**src/rtl/cp_pkg.sv**
```systemverilog
package cp_pkg;
  typedef enum logic [1:0] {
    DRV_OFF  = 2'd0,
    DRV_HALF = 2'd1,
    DRV_FULL = 2'd2
  } drv_t;

  typedef enum logic [2:0] {
    S_IDLE, S_FETCH, S_READ, S_WAIT, S_EVAL, S_PULSE, S_NEXT
  } st_t;
endpackage

```
**src/rtl/target_ram.sv**
```systemverilog
module target_ram #(
  parameter int DEPTH = 16,
  parameter int AW    = 4,
  parameter int DW    = 8
) (
  input  logic          clk,
  input  logic          we,
  input  logic [AW-1:0] waddr,
  input  logic [DW-1:0] wdata,
  input  logic [AW-1:0] raddr,
  output logic [DW-1:0] rdata
);
  logic [DW-1:0] mem [DEPTH];

  always_ff @(posedge clk) begin
    if (we) mem[waddr] <= wdata;
    rdata <= mem[raddr];
  end
endmodule

```
**src/rtl/pulse_predictor.sv**
```systemverilog
module pulse_predictor #(
  parameter int CW  = 8,
  parameter int TOL = 1
) (
  input  logic [CW-1:0] target,
  input  logic [CW-1:0] reading,
  input  logic [CW-1:0] step,
  output logic          in_tol,
  output logic          raise,
  output logic [CW-1:0] count
);
  logic [CW-1:0] diff, stp, quo;

  always_comb begin
    raise  = target > reading;
    diff   = raise ? (target - reading) : (reading - target);
    stp    = (step == '0) ? CW'(1) : step;
    quo    = diff / stp;
    in_tol = diff <= CW'(TOL);
    count  = (quo == '0) ? CW'(1) : quo;
  end
endmodule

```
**src/rtl/line_driver.sv**
```systemverilog
module line_driver import cp_pkg::*; #(
  parameter int N  = 4,
  parameter int IW = 2
) (
  input  logic          active,
  input  logic [IW-1:0] sel,
  output logic [2*N-1:0] codes
);
  for (genvar i = 0; i < N; i++) begin : g_line
    assign codes[2*i +: 2] = !active ? DRV_OFF :
                             (sel == IW'(i)) ? DRV_FULL : DRV_HALF;
  end
endmodule

```
**src/rtl/cell_programmer.sv**
```systemverilog
module cell_programmer import cp_pkg::*; #(
  parameter int ROWS      = 4,
  parameter int COLS      = 4,
  parameter int CW        = 8,
  parameter int TOL       = 1,
  parameter int MAX_TRIES = 8,
  parameter int AW        = (ROWS*COLS > 1) ? $clog2(ROWS*COLS) : 1,
  parameter int RW        = (ROWS > 1) ? $clog2(ROWS) : 1,
  parameter int CLW       = (COLS > 1) ? $clog2(COLS) : 1
) (
  input  logic              clk,
  input  logic              rst,
  input  logic              start,
  input  logic [CW-1:0]     step_size,
  input  logic              tgt_we,
  input  logic [AW-1:0]     tgt_addr,
  input  logic [CW-1:0]     tgt_data,
  input  logic              rd_valid,
  input  logic [CW-1:0]     rd_data,
  output logic              busy,
  output logic              done,
  output logic              err,
  output logic              rd_req,
  output logic [RW-1:0]     cur_row,
  output logic [CLW-1:0]    cur_col,
  output logic              pulse_fire,
  output logic              pulse_pos,
  output logic [2*ROWS-1:0] row_drv,
  output logic [2*COLS-1:0] col_drv
);
  localparam int NCELL = ROWS * COLS;
  localparam int TW    = $clog2(MAX_TRIES + 1);

  st_t           state;
  logic [AW-1:0] idx;
  logic [CW-1:0] tgt_q, tgt_r, cur_r, pcnt, pred_cnt;
  logic [TW-1:0] tries;
  logic          pred_tol, pred_up;

  target_ram #(.DEPTH(NCELL), .AW(AW), .DW(CW)) u_tgt (
    .clk(clk), .we(tgt_we && !busy), .waddr(tgt_addr), .wdata(tgt_data),
    .raddr(idx), .rdata(tgt_q)
  );

  pulse_predictor #(.CW(CW), .TOL(TOL)) u_pred (
    .target(tgt_r), .reading(cur_r), .step(step_size),
    .in_tol(pred_tol), .raise(pred_up), .count(pred_cnt)
  );

  line_driver #(.N(ROWS), .IW(RW)) u_rows (
    .active(pulse_fire), .sel(cur_row), .codes(row_drv)
  );

  line_driver #(.N(COLS), .IW(CLW)) u_cols (
    .active(pulse_fire), .sel(cur_col), .codes(col_drv)
  );

  always_ff @(posedge clk) begin
    if (rst) begin
      state      <= S_IDLE;
      idx        <= '0;
      cur_row    <= '0;
      cur_col    <= '0;
      tgt_r      <= '0;
      cur_r      <= '0;
      pcnt       <= '0;
      tries      <= '0;
      busy       <= 1'b0;
      done       <= 1'b0;
      err        <= 1'b0;
      rd_req     <= 1'b0;
      pulse_fire <= 1'b0;
      pulse_pos  <= 1'b0;
    end else begin
      done <= 1'b0;
      case (state)
        S_IDLE: if (start) begin
          idx     <= '0;
          cur_row <= '0;
          cur_col <= '0;
          err     <= 1'b0;
          busy    <= 1'b1;
          state   <= S_FETCH;
        end
        S_FETCH: begin
          tries <= '0;
          state <= S_READ;
        end
        S_READ: begin
          tgt_r  <= tgt_q;
          rd_req <= 1'b1;
          state  <= S_WAIT;
        end
        S_WAIT: begin
          rd_req <= 1'b0;
          if (rd_valid) begin
            cur_r <= rd_data;
            state <= S_EVAL;
          end
        end
        S_EVAL: begin
          if (pred_tol) begin
            state <= S_NEXT;
          end else if (tries == TW'(MAX_TRIES)) begin
            err   <= 1'b1;
            state <= S_NEXT;
          end else begin
            tries      <= tries + 1'b1;
            pcnt       <= pred_cnt;
            pulse_pos  <= pred_up;
            pulse_fire <= 1'b1;
            state      <= S_PULSE;
          end
        end
        S_PULSE: begin
          pcnt <= pcnt - 1'b1;
          if (pcnt == CW'(1)) begin
            pulse_fire <= 1'b0;
            state      <= S_READ;
          end
        end
        S_NEXT: begin
          if (idx == AW'(NCELL - 1)) begin
            busy  <= 1'b0;
            done  <= 1'b1;
            state <= S_IDLE;
          end else begin
            idx <= idx + 1'b1;
            if (cur_col == CLW'(COLS - 1)) begin
              cur_col <= '0;
              cur_row <= cur_row + 1'b1;
            end else begin
              cur_col <= cur_col + 1'b1;
            end
            state <= S_FETCH;
          end
        end
        default: state <= S_IDLE;
      endcase
    end
  end

  // pulse generator silent outside a run and during read requests
  a_r7_quiet_idle: assert property (@(posedge clk) disable iff (rst)
    !busy |-> !pulse_fire);
  a_r7_no_pulse_on_read: assert property (@(posedge clk) disable iff (rst)
    rd_req |-> !pulse_fire);
  // retry budget is never exceeded
  a_r6_try_bound: assert property (@(posedge clk) disable iff (rst)
    busy |-> tries <= TW'(MAX_TRIES));
  // burst keeps polarity and address steady
  a_r4_burst_steady: assert property (@(posedge clk) disable iff (rst)
    (pulse_fire && $past(pulse_fire)) |->
      ($stable(pulse_pos) && $stable(cur_row) && $stable(cur_col)));
  // selected row stays inside the array
  a_r2_row_in_range: assert property (@(posedge clk) disable iff (rst)
    pulse_fire |-> (int'(cur_row) < ROWS && int'(cur_col) < COLS));
  // done is a single-cycle strobe that ends the run
  a_r8_done_once: assert property (@(posedge clk) disable iff (rst)
    done |=> !done);
  a_r8_done_ends_run: assert property (@(posedge clk) disable iff (rst)
    done |-> (!busy && $past(busy)));
endmodule

```
**config.mk**
```make
export PLATFORM = sky130hd
export DESIGN_NAME = cell_programmer
export DESIGN_NICKNAME = d
export VERILOG_FILES = /design/src/rtl/cp_pkg.sv /design/src/rtl/target_ram.sv /design/src/rtl/pulse_predictor.sv /design/src/rtl/line_driver.sv /design/src/rtl/cell_programmer.sv
export SDC_FILE = /design/constraint.sdc
export NUM_CORES = 1
export LEC_CHECK = 0
export BUFFER_PORTS_ARGS = -buffer_cell sky130_fd_sc_hd__buf_2
export CAP_MARGIN = 25
export CORE_AREA = 2 2 145 147
export DETAILED_ROUTE_END_ITERATION = 8
export DIE_AREA = 0 0 147 149
export HOLD_SLACK_MARGIN = 0.02
export SKIP_CTS_REPAIR_TIMING = 1
export SYNTH_ARGS = -nofsm -noshare
export SYNTH_HDL_FRONTEND = slang
export SYNTH_SLANG_ARGS = --single-unit
```
**constraint.sdc**
```tcl
create_clock -name clk -period 38.5 [get_ports clk]
set_input_delay 1.925 -clock clk [delete_from_list [all_inputs] [get_ports clk]]
set_output_delay 1.925 -clock clk [all_outputs]
set_load 0.03 [all_outputs]
```
==> metrics.cfg <==
[status]
status = finished clean

[power_and_ir_drop]
p_leak_uw = 0.00392
pwr-share-comb = 0.276
irDropWorstVdd_v = 0.0000303
powerDensity_nw_per_um2 = 48.8
seqPwrFrac = 0.410
p_sw_frac = 0.301
p_switching_uw = 156
intPower_uw = 364
p_clk_frac = 0.314

[floorplanning]
core_um2 = 20600
rows = 53
die_area_um2 = 21900
initial_core_util = 0.466
die_w_um = 147
io_pins = 59
die_y_um = 149

[grt]
grt_max_degree = 44
grtUsageTotal = 0.190
grt-ovfl-total = 0
grt_pass1_vias = 6254
antenna_found_initial = 0
grt_pass1_wl_um = 32300

[cts]
clock_latency_ns = 0.42
clk_pin_slew_ns = 0.06
cts_tree = yes
cts_num_sinks = 181
cts_buffers = 17
ctsLongestPathBuffers = 2
clockRootBuffer = clkbuf_16
h-tree-depth = 4

[finish]
drive_above_1_share = 0.200
final_area_um2 = 10700
nFillCells = 1830
layout_commonest_cell = edfxtp_1
area_growth_pct = 11.5
instances_no_fill = 1130
mostFrequentLayoutCells = 128 x edfxtp_1, 71 x nand2_1, 65 x ha_1, 60 x nor2_1, 58 x buf_2
finalNetCount = 942
antenna_cells = 0

[place]
place.gp.congestion = 0.827
dpl.cell_count = 1098
placed_area_um2 = 10100
hpwl_um = 15100
io_buffers = 58

[critical_path]
r2r-start = tgt_r[3]
end_kind = flip-flop
r2r_slack_ns = 23.84
slowest_delay_ns = 0.69
cp_max_fo = 10
cp.arrival_ns = 15.29
cp_slowest_cell = a2111oi_4
crit_path_start = step_size[7]
r2r_cells = 60
r2r_end = pcnt[0]
critical_path_class = primary input to flip-flop
critPathLaunchType = primary input
required_ns = 38.76
crit_end = pcnt[0]

[route]
vias = 6228
drc = 0
firstDrtPassIters = 5
vias_per_cell = 5.51
routedWlPerCell_um = 18.0
drt_iter0_markers = 303
ant_nets = 0
routed_wl_um = 20300

[timing]
period_minus_slack_ns = 15.03
worst_pin_slew_ns = 0.943
hold_viol = 0
rsz0062_at_grt = false
maxSlewHeadroom = 0.369
fmax_mhz = 66.5
clock_skew_ns = 0.0124
drv_slew = 0
fin_crit_sh = 0.390
tns_ns = 0
setup_viol = 0

[yosys]
yosysWarnings = 0
syn_nets = 889
synth_ff_type = edfxtp_1
avgSynthCellArea_um2 = 12.1
synth_edf_count = 128
ys_seq_elements = 181
ys_seq_area_frac = 0.512
synthesis.area_um2 = 9570
async_reset_ff_frac = 0
yosysUniqueCellTypes = 65
synthCells = 789

[run]
maxCapViolations = 0

[min_path]
hold_start = u_tgt.rdata[4]
min_path_type = flip-flop to flip-flop
whs_path_depth = 2

==> area by class of cell <==
cell class	instances	area (µm²)	share of cell area
flip-flops and latches	181	4910	0.460
well taps	275	344	0.0322
inverters	50	188	0.0176
repair buffers	62	320	0.0300
clock inverters	12	121	0.0114
clock buffers	20	437	0.0409
multi-input cells	530	4360	0.408
==> kinds of logic (layout without fill, tap and decap cells) <==
group	Yosys count	count (layout)	synth area share
compound gates	135	135	0.0937
xor+xnor	20	20	0.0210
fa+ha+maj	67	67	0.0891
buf+inv	78	144	0.0337
flops	181	181	0.512
mux	68	68	0.128
simple gates	240	240	0.122
==> power by group through the flow <==
| stage | clock (µW) | combinational, µW | sequential (µW) |
|---|---|---|---|
| 6_report | 163 | 144 | 213 |
| 5_1_grt | 174 | 162 | 214 |
| 4_1_cts | 167 | 144 | 213 |
| 3_5_place_dp | 0 | 143 | 218 |
| 3_3_place_gp | 0 | 144 | 217 |
| 2_1_floorplan | 0 | 113 | 217 |
==> through the flow <==
step,setup WS [ns],hold WS [ns],power (µW),util
finish,23.47,0.443,520,0.519
CTS,23.57,0.444,524,0.519
detailed placement,23.13,0.435,361,0.492
global route,22.21,0.458,549,0.519
global placement,23.74,0.433,361,0.492
floorplan,25.09,0.417,330,-
==> synthesized netlist by cell type, types with 8 or more instances <==
master    count  share of area
a21oi_1      53          0.028
nor2b_1      14         0.0091
xor2_1        8         0.0073
mux2i_1      10          0.010
nand3_1      13         0.0068
dfxtp_1      53           0.11
mux4_2       40          0.094
nor3_1       20          0.010
inv_1        50          0.020
or3_1         8         0.0052
o21a_1        9         0.0071
nor2_1       60          0.024
nand2_1      71          0.028
mux2_2       14          0.016
and2_1       12         0.0078
a21o_1        9         0.0071
edfxtp_1    128           0.40
ha_1         65          0.085
xnor2_1      10         0.0091
o21ai_0      20          0.010
clkbuf_1     17         0.0067
==> critical path: cells and delay by family <==
kind | cells | cell delay, ns
AO/OA/AOI/OAI | 30 | 6.35
AND/OR/NAND/NOR | 12 | 2.90
adder cells (fa/ha/maj) | 8 | 2.25
multiplexers | 4 | 1.37
buffers and inverters | 4 | 0.47
==> registers in the layout, indices dropped and copies added, names as in the netlist, 2 cells and up <==
register / flops
u_tgt.rdata: 8
cur_r: 8
pcnt: 8
idx: 4
state: 3
tgt_r: 8
u_tgt.mem: 128
cur_row: 2
tries: 4
cur_col: 2
==> worst min-delay path by stage <==
stage                to  slack [ns]
6_report       tgt_r[4]        0.44
5_1_grt        tgt_r[4]        0.46
4_1_cts        tgt_r[1]        0.44
3_5_place_dp   tgt_r[1]        0.44
3_3_place_gp   tgt_r[4]        0.43
2_1_floorplan  tgt_r[7]        0.42
==> routing by layer <==
layer  global-route usage  up-vias  wire length [µm]
met4               0.0615        0               295
met5                    0        -                 0
li1                     -     3029                 -
met1                0.229     3088              8800
met2                0.352       92             10700
met3               0.0281       19               446
(Power assumes the default switching activity.)
